### config.mk
export PLATFORM = sky130hd
export DESIGN_NAME = ext_bus_seq
export DESIGN_NICKNAME = d
export VERILOG_FILES = /design/src/rtl/ext_bus_seq.sv
export SDC_FILE = /design/constraint.sdc
export NUM_CORES = 1
export LEC_CHECK = 0
export BUFFER_PORTS_ARGS = -buffer_cell sky130_fd_sc_hd__buf_2
export CAP_MARGIN = 5
export CORE_MARGIN = 2
export CORE_UTILIZATION = 30
export DETAILED_ROUTE_END_ITERATION = 8
export SLEW_MARGIN = 20
export SYNTH_ARGS = -nofsm -noshare
export SYNTH_HDL_FRONTEND = slang
export SYNTH_SLANG_ARGS = --single-unit
### constraint.sdc
create_clock -name clk -period 3.3 [get_ports clk]
set_input_delay 0.495 -clock clk [delete_from_list [all_inputs] [get_ports clk]]
set_output_delay 0.495 -clock clk [all_outputs]
set_load 0.05 [all_outputs]
### src/rtl/ext_bus_seq.sv
module ext_bus_seq #(
  parameter int NDEV = 4,
  parameter int CNTW = 4,
  localparam int IDXW = (NDEV > 1) ? $clog2(NDEV) : 1
) (
  input  logic                 clk,
  input  logic                 rst_n,
  input  logic                 req,
  input  logic [IDXW-1:0]      req_dev,
  input  logic                 req_wr,
  input  logic                 req_burst,
  input  logic [NDEV-1:0]      cfg_ack_mode,
  input  logic [NDEV-1:0]      cfg_brd_en,
  input  logic [NDEV-1:0]      cfg_bwr_en,
  input  logic [NDEV-1:0]      cfg_wr_prot,
  input  logic [NDEV-1:0]      cfg_buf_en,
  input  logic [NDEV*CNTW-1:0] cfg_setup,
  input  logic [NDEV*CNTW-1:0] cfg_width,
  input  logic [NDEV*CNTW-1:0] cfg_hold,
  input  logic                 wa_async,
  output logic                 bus_rwn,
  output logic                 bus_oe_n,
  output logic                 bus_we_n,
  output logic                 buf_oe_n,
  output logic                 buf_dir_n,
  output logic                 beat_done,
  output logic                 prot_err
);

  typedef enum logic [1:0] {S_IDLE, S_SETUP, S_STRB, S_HOLD} st_t;

  st_t             st;
  logic [CNTW-1:0] cnt;
  logic [IDXW-1:0] dev;
  logic            wr;
  logic            wa_s1, wa_s2;

  wire             prot     = req && req_wr && cfg_wr_prot[req_dev];
  wire             burst_ok = req_burst && (req_wr ? cfg_bwr_en[req_dev] : cfg_brd_en[req_dev]);
  wire             hs_ok    = cfg_ack_mode[dev] ? wa_s2 : !wa_s2;
  wire             active   = (st != S_IDLE);

  assign bus_rwn   = active ? !wr : 1'b1;
  assign bus_oe_n  = !(st == S_STRB && !wr);
  assign bus_we_n  = !(st == S_STRB && wr);
  assign buf_oe_n  = !(active && cfg_buf_en[dev]);
  assign buf_dir_n = !bus_rwn;
  assign beat_done = (st == S_HOLD && cnt == '0) || (st == S_IDLE && prot);

  always_ff @(posedge clk or negedge rst_n) begin
    if (!rst_n) begin
      wa_s1 <= 1'b0;
      wa_s2 <= 1'b0;
    end else begin
      wa_s1 <= wa_async;
      wa_s2 <= wa_s1;
    end
  end

  always_ff @(posedge clk or negedge rst_n) begin
    if (!rst_n) begin
      st       <= S_IDLE;
      cnt      <= '0;
      dev      <= '0;
      wr       <= 1'b0;
      prot_err <= 1'b0;
    end else begin
      case (st)
        S_IDLE: begin
          if (prot) prot_err <= 1'b1;
          else if (req) begin
            dev <= req_dev;
            wr  <= req_wr;
            if (burst_ok) begin
              st  <= S_STRB;
              cnt <= cfg_width[req_dev*CNTW +: CNTW];
            end else begin
              st  <= S_SETUP;
              cnt <= cfg_setup[req_dev*CNTW +: CNTW];
            end
          end
        end
        S_SETUP: begin
          if (cnt == '0) begin
            st  <= S_STRB;
            cnt <= cfg_width[dev*CNTW +: CNTW];
          end else cnt <= cnt - 1'b1;
        end
        S_STRB: begin
          if (cnt != '0) cnt <= cnt - 1'b1;
          else if (hs_ok) begin
            st  <= S_HOLD;
            cnt <= cfg_hold[dev*CNTW +: CNTW];
          end
        end
        default: begin
          if (cnt == '0) st <= S_IDLE;
          else cnt <= cnt - 1'b1;
        end
      endcase
    end
  end


  strobe_excl_chk: assert property (@(posedge clk) disable iff (!rst_n)
    !(!bus_oe_n && !bus_we_n));


  rwn_steady_chk: assert property (@(posedge clk) disable iff (!rst_n)
    (!bus_oe_n || !bus_we_n) |=> (!bus_oe_n || !bus_we_n) |-> $stable(bus_rwn));


  err_sticky_chk: assert property (@(posedge clk) disable iff (!rst_n)
    prot_err |=> prot_err);


  wait_release_chk: assert property (@(posedge clk) disable iff (!rst_n)
    (($rose(bus_oe_n) || $rose(bus_we_n)) && !cfg_ack_mode[dev]) |-> !$past(wa_s2));


  ack_release_chk: assert property (@(posedge clk) disable iff (!rst_n)
    (($rose(bus_oe_n) || $rose(bus_we_n)) && cfg_ack_mode[dev]) |-> $past(wa_s2));


  buf_en_chk: assert property (@(posedge clk) disable iff (!rst_n)
    !buf_oe_n |-> (cfg_buf_en[dev] && (bus_rwn != buf_dir_n)));

endmodule

==> results of run 1 <==
[cell families after synthesis]
group	share of synthesized area
flip-flops	0.1980
AND/OR/NAND/NOR	0.1527
multiplexers	0.3053
buffers and inverters	0.04868
AO/OA/AOI/OAI	0.2401
XOR/XNOR	0.005777
adder cells (fa/ha/maj)	0.04950
[registers in the layout, summed over array words and instances (netlist names)]
signal,cells
st,2
cnt,4
wr,1
prot_err,1
dev,2
wa_s1,1
wa_s2,1
[layout by cell type, fill, tap and decap left out, types with 6 or more instances in the layout]
| cell type | count |
|---|---|
| sky130_fd_sc_hd__a21oi_1 | 6 |
| sky130_fd_sc_hd__buf_2 | 82 |
| sky130_fd_sc_hd__dfrtp_1 | 12 |
| sky130_fd_sc_hd__ha_1 | 6 |
| sky130_fd_sc_hd__inv_1 | 11 |
| sky130_fd_sc_hd__mux2_2 | 6 |
| sky130_fd_sc_hd__mux2i_1 | 8 |
| sky130_fd_sc_hd__mux4_2 | 14 |
| sky130_fd_sc_hd__nand2_1 | 9 |
| sky130_fd_sc_hd__nand3_1 | 8 |
| sky130_fd_sc_hd__nor2_1 | 9 |
| sky130_fd_sc_hd__o21ai_0 | 9 |
[layer usage]
metal  vias to the layer above  GRT usage  wire length, µm
met2                        63     0.2729             2396
met5                         -          0                0
met1                       752     0.2190             1933
met4                         0    0.03571               46
met3                         4    0.03079              249
li1                        782          -                -
[final cells by class]
| cell class | count | area share |
|---|---|---|
| Clock buffer | 4 | 0.02698 |
| Tap cell | 67 | 0.04108 |
| Timing Repair Buffer | 83 | 0.2048 |
| Multi-Input combinational cell | 127 | 0.5598 |
| Inverter | 11 | 0.02023 |
| Sequential cell | 12 | 0.1471 |
[final timing paths]
check	start	end	slack (ns)	cells past startpoint
setup / recovery	cnt[0]	beat_done	0.85	6
hold / removal	rst_n	prot_err	0.13	1
setup reg to reg	cnt[0]	cnt[3]	1.02	7
hold reg to reg	wa_s1	wa_s2	0.36	0
max in group asynchronous	rst_n	wa_s2	2.96	1
min in group clk	wa_s1	wa_s2	0.36	0
[power groups by stage]
stage / logic, µW / registers [µW] / clock network (µW)
2_1_floorplan: 864 / 291 / 0
3_3_place_gp: 1100 / 301 / 0
3_5_place_dp: 1110 / 302 / 0
4_1_cts: 1110 / 300 / 162
5_1_grt: 1210 / 315 / 173
6_report: 1110 / 301 / 161
[metrics by stage]
step	cells	setup slack (ns)	util	hold WS (ns)	total power, µW
detailed placement	300	0.7758	0.4149	0.3510	1410
global placement	300	0.8153	0.4149	0.3363	1405
global route	304	0.7169	0.4264	0.1449	1698
finish	304	0.8509	0.4264	0.1274	1575
floorplan	156	1.139	-	0.1994	1156
CTS	304	0.8483	0.4264	0.1341	1573
==> out/qor.log, run 1 <==
INFO  critical_path  timing.critical_path.cells=inv_1 > ha_1 > nor2b_1 > nor2b_1 > a21o_1 > buf_2
INFO  critical_path  critical_path_class=flop to output pin
INFO  timing         rsz_0062_raised_after_global_routing=false
INFO  critical_path  critPathRequiredTime=2.80ns
INFO  route          detail_route.iter0.violations=83
INFO  placed_design  finalWeightedCongestion=0.8188
INFO  logic_synthesis share_of_the_yosys_chip_area_belonging_to_registers=0.1980
INFO  grt            grt_max_degree=15
INFO  floorplan      placeableCoreArea=4786µm²
INFO  timing         timing.final.max_slew_violations=0
INFO  clock_tree     htree_levels=1
INFO  clock_tree     clock_latency=0.24ns
INFO  route          routed_length_per_placed_instance=15.21µm
INFO  critical_path  top_delay_family_on_crit_path=simple AND/OR/NAND/NOR gates
INFO  timing         hold_viol_final=0
INFO  timing         period_needed=2.449ns
INFO  critical_path  cpMaxStageDelayCell=sky130_fd_sc_hd__dfrtp_1
INFO  pwr            cellPowerDensity=771.5nW/µm²
INFO  logic_synthesis number_of_synthesized_flops_with_an_enable_pin=0
INFO  grt            grt_antenna_before_repair=0
INFO  logic_synthesis synth.area.top_cells=sky130_fd_sc_hd__mux4_2, sky130_fd_sc_hd__dfrtp_1, sky130_fd_sc_hd__mux2i_1
INFO  pwr            p_int=807.2µW
INFO  critical_path  endpoint_kind=output pin
INFO  cells_and_area diodes=0
INFO  logic_synthesis syn_area=1516µm²
INFO  pwr            irDropWorstVdd=0.3985mV
INFO  route          drt_pass1_iterations=4
INFO  flow_run       max_cap_viol_count=0
INFO  critical_path  timing.critical_path.mode_cell=sky130_fd_sc_hd__nor2b_1
INFO  logic_synthesis synth_largest_type_area_fraction=0.2079
INFO  clock_tree     clk_pin_slew=0.05ns
INFO  floorplan      rows=25
INFO  cells_and_area total_area_of_multi_input_combinational_cells=1142µm²
INFO  logic_synthesis post_synth_most_frequent_cells=sky130_fd_sc_hd__mux4_2, sky130_fd_sc_hd__dfrtp_1, sky130_fd_sc_hd__inv_1
INFO  route          postRouteAntennaNets=0
INFO  logic_synthesis synthesis.instances=156
INFO  cells_and_area layout.filler_cells=470
INFO  cells_and_area final-seq-area=300.3µm²
INFO  critical_path  worstSetupStartpointType=flop
INFO  pwr            p_seq_frac=0.191
INFO  cells_and_area post_route_cells_drive_above_1_share=0.4852
INFO  route          dr_total_vias=1,601
INFO  logic_synthesis asyncSetResetFlopFracSynth=1.000
INFO  cells_and_area design.final.nets=320
INFO  grt            grt_util_all_layers=0.1629
INFO  clock_tree     clock_path_buffers=2
INFO  logic_synthesis yosysWarningCount=0
INFO  clock_tree     post_cts_hold_buffer_count=0
INFO  route          post-route-drc-count=0
INFO  grt            first_global_vias=1,481
INFO  timing         fmax_achieved=408.3MHz
INFO  grt            grt_first_pass_wirelength=7.065mm
INFO  logic_synthesis syn_area_per_cell=9.721µm²
INFO  pwr            power_switching_share=0.4873
INFO  clock_tree     cts-resized-gates=0
INFO  floorplan      chipHeight=75.10µm
INFO  timing         tightestPinTransition=0.4592ns
INFO  timing         final.setup_skew=0.0002816ns
INFO  floorplan      die_width=75.10µm
INFO  cells_and_area area_growth_syn_to_layout=34.57%
INFO  route          avgViaCountPerCell=5.266
INFO  clock_tree     number_of_setup_buffers_added_after_cts=0
INFO  timing         fin_crit_sh=0.7422
INFO  pwr            leak=0.0009424µW
INFO  logic_synthesis synthFlopType=sky130_fd_sc_hd__dfrtp_1
INFO  cells_and_area design_area=2041µm²
INFO  placed_design  placement.io_buffers=82
INFO  critical_path  cp_slowest_stage_delay=0.40ns
INFO  grt            global_route.overflow_total=0
INFO  timing         maxSlewHeadroom=0.6915
INFO  logic_synthesis synth_cell_types=46
INFO  critical_path  arr_time_crit_path=1.95ns
INFO  placed_design  dp_hpwl=3.889mm
INFO  clock_tree     tritoncts_num_sinks=12
INFO  logic_synthesis post-synth-top-count-cell=sky130_fd_sc_hd__mux4_2
INFO  clock_tree     tritoncts=done
INFO  run_status     run_status=finished clean
INFO  critical_path  critical_path_buf_inv_count=2
INFO  pwr            power.share.clock=0.102
INFO  route          final_routed_wirelength=4.625mm
INFO  logic_synthesis synth-seq-cells=12
INFO  floorplan      fp.dieArea=5639µm²
INFO  logic_synthesis yosysTopAreaCell=sky130_fd_sc_hd__mux4_2
INFO  pwr            power.net_switching=767.3µW
INFO  pwr            combPwrFrac=0.707
INFO  logic_synthesis post_syn_nets=238
INFO  critical_path  worstPathMaxFanout=5
INFO  timing         fin_setup_tns=0ns
INFO  placed_design  dpl_cell_area=1986µm²
INFO  clock_tree     cts-buffers-inserted=3
INFO  floorplan      initial_core_util=0.3169
INFO  floorplan      io_pins=83
INFO  timing         setup_violations=0
INFO  hold_path      hold_path.class=primary input to async pin
INFO  clock_tree     root_buffer=sky130_fd_sc_hd__clkbuf_8
Power figures use the tool's default switching activity.
==> run 2: changes to the inputs <==
==> constraint.sdc (replaced) <==
create_clock -name clk -period 2.3 [get_ports clk]
set_input_delay 0.345 -clock clk [delete_from_list [all_inputs] [get_ports clk]]
set_output_delay 0.345 -clock clk [all_outputs]
set_load 0.05 [all_outputs]
==> run 2 against run 1 <==
Effect of this change: combinational power grew 55%; worst hold slack improved by 0.076 ns; clock power rose by 47%; largest cell class unchanged; largest power group unchanged.
==> out/qor.log, run 2 (synthesized netlist as in run 1, its figures left out) <==
INFO  clock_tree     clk_pin_slew=0.06ns
INFO  flow_run       max_cap_viol_count=0
INFO  placed_design  dp_hpwl=3.928mm
INFO  pwr            cellPowerDensity=1115nW/µm²
INFO  grt            grt_first_pass_wirelength=7.603mm
INFO  pwr            power_switching_share=0.4777
INFO  timing         fmax_achieved=465.6MHz
INFO  grt            grt_max_degree=15
INFO  timing         setup_violations=0
INFO  route          avgViaCountPerCell=5.240
INFO  timing         hold_slack=0.2036ns
INFO  critical_path  regToRegStartpoint=cnt[0]
INFO  critical_path  reg2reg_setup_slack=0.15ns
INFO  route          routed_length_per_placed_instance=14.84µm
INFO  cells_and_area total_area_of_multi_input_combinational_cells=1154µm²
INFO  grt            first_global_vias=1,673
INFO  critical_path  timing.critical_path.from=cnt[0]
INFO  cells_and_area final-seq-area=300.3µm²
INFO  route          postRouteAntennaNets=0
INFO  cells_and_area largest_register=cnt
INFO  hold_path      hold_path.class=primary input to flop
INFO  grt            global_route.overflow_total=0
INFO  pwr            power.share.clock=0.100
INFO  route          drt_pass1_iterations=4
INFO  grt            grt_antenna_before_repair=0
INFO  clock_tree     tritoncts=done
INFO  clock_tree     cts-buffers-inserted=3
INFO  clock_tree     tritoncts_num_sinks=12
INFO  pwr            power.net_switching=1130µW
INFO  pwr            combPwrFrac=0.728
INFO  floorplan      placeableCoreArea=4786µm²
INFO  hold_path      holdCritStartpoint=wa_async
INFO  clock_tree     htree_levels=1
INFO  clock_tree     number_of_setup_buffers_added_after_cts=0
INFO  pwr            irDropWorstVdd=0.7208mV
INFO  floorplan      io_pins=83
INFO  timing         fin_crit_sh=0.9337
INFO  timing         final.setup_skew=0.002457ns
INFO  floorplan      fp.dieArea=5639µm²
INFO  floorplan      chipHeight=75.10µm
INFO  timing         fin_setup_tns=0ns
INFO  grt            grt_util_all_layers=0.1757
INFO  cells_and_area area_growth_syn_to_layout=39.93%
INFO  critical_path  worstSetupStartpointType=flop
INFO  placed_design  total_instance_count_after_detailed_placement=308
INFO  cells_and_area post_route_cells_drive_above_1_share=0.5163
INFO  timing         hold_viol_final=0
INFO  cells_and_area final_cell_mix=sky130_fd_sc_hd__buf_2, sky130_fd_sc_hd__mux4_2, sky130_fd_sc_hd__dfrtp_1
INFO  floorplan      initial_core_util=0.3169
INFO  critical_path  critical_path_class=flop to flop
INFO  route          dr_total_vias=1,640
INFO  run_status     run_status=finished clean
INFO  critical_path  arr_time_crit_path=2.28ns
INFO  critical_path  endpoint_kind=flop
INFO  timing         rsz_0062_raised_after_global_routing=false
INFO  critical_path  critPathRequiredTime=2.43ns
INFO  floorplan      die_width=75.10µm
INFO  route          post-route-drc-count=0
INFO  cells_and_area layout_commonest_cell=sky130_fd_sc_hd__buf_2
INFO  route          final_routed_wirelength=4.644mm
INFO  clock_tree     clock_latency=0.24ns
INFO  cells_and_area instances_no_fill=313
INFO  critical_path  worstPathMaxFanout=5
INFO  clock_tree     root_buffer=sky130_fd_sc_hd__clkbuf_8
INFO  cells_and_area top_regs=cnt (4), dev (2), st (2)
INFO  timing         period_needed=2.148ns
INFO  timing         timing.final.max_slew_violations=0
INFO  pwr            p_seq_frac=0.172
INFO  cells_and_area largest_register_ff_count=4
INFO  cells_and_area diodes=0
INFO  pwr            p_int=1236µW
INFO  timing         tightestPinTransition=0.5045ns
INFO  placed_design  finalWeightedCongestion=0.8467
INFO  floorplan      rows=25
INFO  cells_and_area design.final.nets=329
INFO  clock_tree     clock_path_buffers=2
INFO  pwr            leak=0.0009841µW
INFO  route          detail_route.iter0.violations=57
INFO  placed_design  placement.io_buffers=82
INFO  cells_and_area layout.filler_cells=478
INFO  timing         maxSlewHeadroom=0.6611
## run 2: cell count changes in the layout (fill, tap and decap cells not counted), sizes merged
| cell | delta |
|---|---|
| buf | +8 |
| dlygate4sd3 | +1 |
## run 2: worst max-delay path, stage by stage, from the launching register on
cell and delay (ns):
sky130_fd_sc_hd__dfrtp_1 0.40, sky130_fd_sc_hd__inv_1 0.11, sky130_fd_sc_hd__ha_2 0.22, sky130_fd_sc_hd__or3b_2 0.52, sky130_fd_sc_hd__o21ai_2 0.11, sky130_fd_sc_hd__a221oi_1 0.09
sky130_fd_sc_hd__or3_1 0.33, sky130_fd_sc_hd__o221a_1 0.26
## run 2: worst paths after layout
check,to,cells after the start
max in group asynchronous,cnt[2],2
max reg2reg,cnt[3],7
min,wa_s1,1
max,cnt[3],7
min in group asynchronous,prot_err,2
min reg2reg,wa_s2,0
## run 2: cell type report
class | instances | share of cell area
multi-input combinational | 127 | 0.5436
timing repair buffer | 92 | 0.2300
sequential | 12 | 0.1415
tap | 67 | 0.03950
clock buffer | 4 | 0.02594
inverter | 11 | 0.01946
## run 2: repair_timing
| action | 4_1_cts | 5_1_grt |
|---|---|---|
| endpoints found under the hold margin | 12 | 0 |
| hold buffers | 1 | 0 |
| endpoints found under the setup margin | 0 | 3 |
| gates resized for setup | 0 | 5 |
## run 2: routing by layer
| layer | share of wire | track usage | vias up |
|---|---|---|---|
| met1 | 0.41 | 0.2190 | 772 |
| met4 | 0.013 | 0.05556 | 0 |
| met5 | 0 | 0 | - |
| met2 | 0.51 | 0.3051 | 61 |
| met3 | 0.065 | 0.03481 | 6 |
| li1 | - | - | 801 |
## run 2: metrics by stage
| stage | area (µm²) | util | setup slack [ns] | power, µW |
|---|---|---|---|---|
| floorplan | 1516 | - | 0.1494 | 1658 |
| global placement | 2046 | 0.4275 | 0.1245 | 2101 |
| detailed placement | 2046 | 0.4275 | 0.09742 | 2100 |
| CTS | 2111 | 0.4410 | 0.08476 | 2349 |
| global route | 2122 | 0.4434 | 0.02122 | 2561 |
| finish | 2122 | 0.4434 | 0.1524 | 2366 |
## run 2: power groups by stage
stage | registers [µW] | logic, µW | clock network, µW
3_3_place_gp | 402 | 1700 | 0
2_1_floorplan | 418 | 1240 | 0
4_1_cts | 404 | 1700 | 244
3_5_place_dp | 406 | 1690 | 0
6_report | 408 | 1720 | 237
5_1_grt | 425 | 1880 | 254
